$ cat config.mk
export PLATFORM = sky130hd
export DESIGN_NAME = tbus_seq
export DESIGN_NICKNAME = d
export VERILOG_FILES = /design/src/rtl/tbus_pkg.sv /design/src/rtl/tbus_slot_seq.sv /design/src/rtl/tbus_out_stage.sv /design/src/rtl/tbus_seq.sv
export SDC_FILE = /design/constraint.sdc
export NUM_CORES = 1
export LEC_CHECK = 0
export ABC_AREA = 1
export BUFFER_PORTS_ARGS = -buffer_cell sky130_fd_sc_hd__buf_2
export CAP_MARGIN = 25
export CORE_AREA = 5 5 78 51
export CTS_BUF_LIST = sky130_fd_sc_hd__clkbuf_16
export DETAILED_ROUTE_END_ITERATION = 8
export DIE_AREA = 0 0 83 56
export PLACE_DENSITY_LB_ADDON = 0.25
export SYNTH_ARGS = -nofsm -noshare
export SYNTH_HDL_FRONTEND = slang
export SYNTH_SLANG_ARGS = --single-unit
$ cat constraint.sdc
create_clock -name clk -period 2.6 [get_ports clk]
set_clock_uncertainty 0.2 [all_clocks]
set_input_delay 0.13 -clock clk [delete_from_list [all_inputs] [get_ports clk]]
set_output_delay 0.13 -clock clk [all_outputs]
set_load 0.01 [all_outputs]
$ cat src/rtl/tbus_pkg.sv
package tbus_pkg;
  typedef enum logic {
    MODE_PAIR = 1'b0,
    MODE_QUAD = 1'b1
  } tbus_mode_e;
endpackage

$ cat src/rtl/tbus_slot_seq.sv
// Slot position and the mode in force for the current rotation.
module tbus_slot_seq
  import tbus_pkg::*;
#(
  parameter int N_TIMERS = 4,
  parameter int TAG_W    = 2
) (
  input  logic             clk,
  input  logic             rst,
  input  logic             stb_i,
  input  logic             mode_i,
  output logic [TAG_W-1:0] tag_o,
  output logic [TAG_W-1:0] tag_nxt_o,
  output tbus_mode_e       mode_o
);
  localparam logic [TAG_W-1:0] TOP_QUAD = TAG_W'(N_TIMERS - 1);
  localparam logic [TAG_W-1:0] TOP_PAIR = TAG_W'(N_TIMERS / 2 - 1);

  logic [TAG_W-1:0] tag_q, tag_d;
  tbus_mode_e       mode_q, mode_d;

  always_comb begin
    tag_d  = tag_q;
    mode_d = mode_q;
    if (stb_i) begin
      if (tag_q == '0) begin
        // a rotation ends here; the next one follows the mode input
        mode_d = tbus_mode_e'(mode_i);
        tag_d  = (mode_d == MODE_QUAD) ? TOP_QUAD : TOP_PAIR;
      end else begin
        tag_d = tag_q - 1'b1;
      end
    end
  end

  always_ff @(posedge clk) begin
    if (rst) begin
      tag_q  <= TOP_PAIR;
      mode_q <= MODE_PAIR;
    end else begin
      tag_q  <= tag_d;
      mode_q <= mode_d;
    end
  end

  assign tag_o     = tag_q;
  assign tag_nxt_o = tag_d;
  assign mode_o    = mode_q;
endmodule

$ cat src/rtl/tbus_out_stage.sv
// Registered bus mux and slot-enable decode, aligned with the tag register.
module tbus_out_stage #(
  parameter int N_TIMERS = 4,
  parameter int VAL_W    = 16,
  parameter int TAG_W    = 2
) (
  input  logic                      clk,
  input  logic                      rst,
  input  logic                      stb_i,
  input  logic [TAG_W-1:0]          tag_nxt_i,
  input  logic [N_TIMERS*VAL_W-1:0] tmr_val_i,
  output logic [VAL_W-1:0]          bus_val_o,
  output logic [N_TIMERS-1:0]       slot_en_o
);
  logic [VAL_W-1:0]    vals [N_TIMERS];
  logic [N_TIMERS-1:0] en_d;

  for (genvar k = 0; k < N_TIMERS; k++) begin : g_lane
    assign vals[k] = tmr_val_i[k*VAL_W +: VAL_W];
    assign en_d[k] = stb_i && (tag_nxt_i == TAG_W'(k));
  end

  always_ff @(posedge clk) begin
    if (rst) begin
      bus_val_o <= '0;
      slot_en_o <= '0;
    end else begin
      bus_val_o <= vals[tag_nxt_i];
      slot_en_o <= en_d;
    end
  end
endmodule

$ cat src/rtl/tbus_seq.sv
module tbus_seq
  import tbus_pkg::*;
#(
  parameter int N_TIMERS = 4,
  parameter int VAL_W    = 16
) (
  input  logic                      clk,
  input  logic                      rst,
  input  logic                      st_stb_i,
  input  logic                      mode_i,
  input  logic [N_TIMERS*VAL_W-1:0] tmr_val_i,
  output logic [VAL_W-1:0]          bus_val_o,
  output logic [1:0]                bus_tag_o,
  output logic [N_TIMERS-1:0]       slot_en_o
);
  localparam int TAG_W = 2;

  logic [TAG_W-1:0] tag_nxt;
  tbus_mode_e       mode_q;

  tbus_slot_seq #(.N_TIMERS(N_TIMERS), .TAG_W(TAG_W)) seq_i (
    .clk       (clk),
    .rst       (rst),
    .stb_i     (st_stb_i),
    .mode_i    (mode_i),
    .tag_o     (bus_tag_o),
    .tag_nxt_o (tag_nxt),
    .mode_o    (mode_q)
  );

  tbus_out_stage #(.N_TIMERS(N_TIMERS), .VAL_W(VAL_W), .TAG_W(TAG_W)) out_i (
    .clk       (clk),
    .rst       (rst),
    .stb_i     (st_stb_i),
    .tag_nxt_i (tag_nxt),
    .tmr_val_i (tmr_val_i),
    .bus_val_o (bus_val_o),
    .slot_en_o (slot_en_o)
  );
endmodule

==> summary.md <==
The run finished, with violations left. The final reports fail on hold timing. In the global route stage, met3 resource usage came out at 5.92%. In this run the remaining antenna-violating nets after routing total 0.

After the first detailed-routing iteration, the DRC count stood at 60. From bottom edge to top edge, the die measures 56 um. The number of hold violations in the final report is 1. The worst register-to-register path ends at out_i.bus_val_o[8]. The type of the worst setup path was flip-flop to flip-flop.

The first detailed-routing pass took 4 iterations. The worst setup path is launched from a flip-flop. Once placement finished, the instance area stood at 1780 um^2.

The logs give 370 for the number of standard cells in the layout, taps in and fillers out and 14 for the count of cell types in the netlist. In the final design database the tool counted 394 nets. The placed wire-length estimate after detailed placement is 2890 um. 0 antenna diodes ended up in the layout. The tools report the startpoint of the lowest-slack hold path as tmr_val_i[44]. In this run, placement finished with an instance count of 354. TritonCTS built the clock tree. The tree is rooted in a sky130_fd_sc_hd__clkbuf_16. The tool flagged a number of max-cap violations equal to 0. Number of buffer and inverter stages on the critical path: 1. The tools report the worst reg2reg path startpoint as seq_i.tag_o[0]. The class of the tightest hold or removal check was input port to flip-flop.

The synthesized-area fraction occupied by and/or/nand/nor cells is 55.5%, and the post-route cell area is 2000 um^2. The tools report the endpoint required time on the critical path as 2.55 ns. Relative to the synthesized area, the layout overhead comes to 50.3%. The synthesized-area fraction occupied by ao, oa, aoi and oai cells is 0.376%, and the sink count of the clock tree is 22. The tools report the DRC violation count after routing as 0. The initialized floorplan defines 16 standard-cell rows.

The maximum achievable frequency was 578 MHz. The run gives 3 as the number of clock buffers inserted by TritonCTS. Cell with the biggest individual delay on the critical path: sky130_fd_sc_hd__dfxtp_1. Setup repair after global routing left no endpoint under its margin. After layout, the worst path uses 66.6% of the clock period. The analysis attributes to cell leakage a power of 1.23 nW.

The via count of the first global-routing pass came out at 1531. The tools report the sum of overflow across all layers after global routing as 0. After routing, the total negative slack on setup checks comes to 0 ns.

The critical path goes through inv_2, nand3_1, nand2_1, nand2_2, nand2_1, nand2_1, nor2_1. Entering global routing, the biggest net connects 34 pins. Counting buffers and inverters, the worst setup path is 7 cells deep. The worst-case IR drop observed on VDD is 0.379 mV.

The transition time at the pin with the least slew margin was 0.575 ns; the maximum count of clock buffers along a single path was 2. For this run, the slowest stage of the critical path takes 0.45 ns. After synthesis, the mean cell area works out to 5.76 um^2. The final critical-path required period was 1.73 ns. The final weighted congestion in routability-driven placement is 0.810. The synthesized netlist devotes 0% of its cell area to adder and majority cells. The share of post-route cells with drive strength above 1 came out at 31.7%. Counting stages on the worst path, the most repeated cell is sky130_fd_sc_hd__nand2_1.

For the H-tree level count, the log shows 1. The floorplan step defined a die boundary enclosing 4650 um^2. The worst register-to-register path has a depth of 7. The count of pins over their slew limit is 0, and the core footprint is 3160 um^2.

During synthesis, Yosys emitted a total of 0 warnings. The clock-pin slew reported for the worst setup and hold paths after clock tree synthesis is 0.06 ns. The share of cell area taken by muxes after synthesis came out at 0%. The hold slack was -0.000634 ns; the die boundary width was 83 um. Using the TritonRoute via totals, the vias-per-cell ratio works out to 4.51. Net count after synthesis: 299. Dividing total power by cell area gives a power density of 551 nW/um^2. The final number of setup-violating endpoints was 0. Following the worst setup path forward leads to its endpoint at out_i.bus_val_o[8].

For this block, the routed nets add up to 4050 um of wire. In this run the cell area of the synthesized design comes to 1330 um^2. The count of buffers added on input and output ports is 89. In this run the worst path has a maximum fanout of 33. The number of top-level pins was 90.

Of all cell types, the one taking the most synthesized area is sky130_fd_sc_hd__dfxtp_1. The initial antenna violation count came out at 0. In the post-synthesis netlist, the biggest area contributors are sky130_fd_sc_hd__dfxtp_1 (33%), sky130_fd_sc_hd__nand2_1 (23%), sky130_fd_sc_hd__nand3_1 (18%). After global routing, the most crowded layer is met2. The average wire per cell in the routed design is 10.9 um, and the share of the synthesized area in the top cell type is 33.1%.

STA puts the critical path data arrival time at 1.68 ns. Summing the areas of all xor and xnor instances in the mapped netlist gives 0% of the synthesized area. The global routing met2 resource utilization was 28.8%. Initial cell density of the core: 42.1%. Main combinational cell family by area after synthesis: simple AND/OR/NAND/NOR gates. The first-pass GRT wire length came out at 6890 um. The source-to-sink clock delay at the later pin of the worst-skew pair was 0.25 ns; the synthesized instance count was 231.

The worst setup path is captured at a flip-flop. The number of setup buffers added after CTS is 0. Headroom to the max-slew limit came out at 61.6%. The launch point of the worst path is seq_i.tag_o[0].

The fraction of the yosys area taken by sequential cells was 33.1%. Among cell families on the critical path, the largest total delay comes from simple AND/OR/NAND/NOR gates. The global-route total usage across every layer was 17.7%; the synthesized flop and latch total was 22. The routed layout has 1667 vias. In the global route stage, met1 resource usage came out at 22.8%. Worst-case register-to-register setup slack: 0.87 ns.
## synthesized netlist by cell type, drive strengths merged
cell and number:
a21oi 1, buf 12, clkbuf 1, clkinv 1
dfxtp 22, inv 19, nand2 89, nand3 49
nor2 33, nor3 4
## registers in the layout, indices dropped and copies added, names as in the netlist
name	flops
out_i.slot_en_o	4
out_i.bus_val_o	16
seq_i.tag_o	2
## worst min path at each step
| stage | cells after the start | to |
|---|---|---|
| floorplan | 1 | seq_i.tag_o[1] |
| global placement | 2 | seq_i.tag_o[1] |
| detailed placement | 2 | seq_i.tag_o[1] |
| CTS | 5 | out_i.bus_val_o[12] |
| global route | 5 | out_i.bus_val_o[11] |
| finish | 5 | out_i.bus_val_o[12] |
## stage by stage
stage | setup slack (ns) | power (mW) | utilization (%) | hold WS [ns]
2_1_floorplan | 1.17 | 0.567 | - | 0.00238
3_3_place_gp | 0.937 | 0.668 | 56.1 | 0.177
3_5_place_dp | 0.882 | 0.670 | 56.1 | 0.182
4_1_cts | 0.879 | 1.11 | 63.3 | 0.00000649
5_1_grt | 0.662 | 1.17 | 63.3 | 0.0183
6_report | 0.869 | 1.10 | 63.3 | -0.000634
## placed cells by master, fill, tap and decap left out
master | synthesis | layout
sky130_fd_sc_hd__nand2_1 | 83 | 83
sky130_fd_sc_hd__nand2_2 | 6 | 6
sky130_fd_sc_hd__inv_1 | 17 | 17
sky130_fd_sc_hd__buf_4 | 4 | 2
sky130_fd_sc_hd__inv_2 | 2 | 2
sky130_fd_sc_hd__nand3_1 | 49 | 49
sky130_fd_sc_hd__dlygate4sd3_1 | 0 | 12
sky130_fd_sc_hd__bufinv_16 | 0 | 1
sky130_fd_sc_hd__clkinv_1 | 1 | 1
sky130_fd_sc_hd__clkbuf_16 | 0 | 3
sky130_fd_sc_hd__nor2_1 | 33 | 33
sky130_fd_sc_hd__dfxtp_1 | 22 | 22
sky130_fd_sc_hd__nor3_1 | 4 | 4
sky130_fd_sc_hd__buf_2 | 7 | 89
sky130_fd_sc_hd__a21oi_1 | 1 | 1
## layout make-up
type / instances / area, um^2
Tap cell: 45 / 56.3
Fill cell: 337 / 1160
Clock inverter: 1 / 30.0
Multi-Input combinational cell: 176 / 743
Sequential cell: 22 / 440
Timing Repair Buffer: 103 / 581
Clock buffer: 3 / 75.1
Inverter: 20 / 75.1
## tightest hold or removal path: stages
cell and delay, ns:
sky130_fd_sc_hd__buf_2 0.07, sky130_fd_sc_hd__nand2_1 0.04, sky130_fd_sc_hd__nand2_1 0.05, sky130_fd_sc_hd__nor2_1 0.03
sky130_fd_sc_hd__nor2_1 0.08
## power breakdown
group | switching (mW) | total (mW) | internal, mW
logic | 0.165 | 0.295 | 0.130
clock network | 0.121 | 0.426 | 0.305
registers | 0.0116 | 0.381 | 0.369
total | 0.298 | 1.10 | 0.805
## cell families after synthesis
logic type      after synthesis
flops                        22
compound gates                1
simple gates                175
buf+inv                      33
## per-layer routing
metal / part of all wire (%) / up-vias
li1: - / 906
met1: 46 / 704
met2: 46 / 57
met3: 7.5 / 0
met4: 0 / 0
met5: 0 / -
## what timing repair did
action	4_1_cts	5_1_grt
hold buffers	12	0
endpoints found under the hold margin	15	0
gates resized for setup	0	0
No activity file was read; power rests on OpenSTA's default activity.
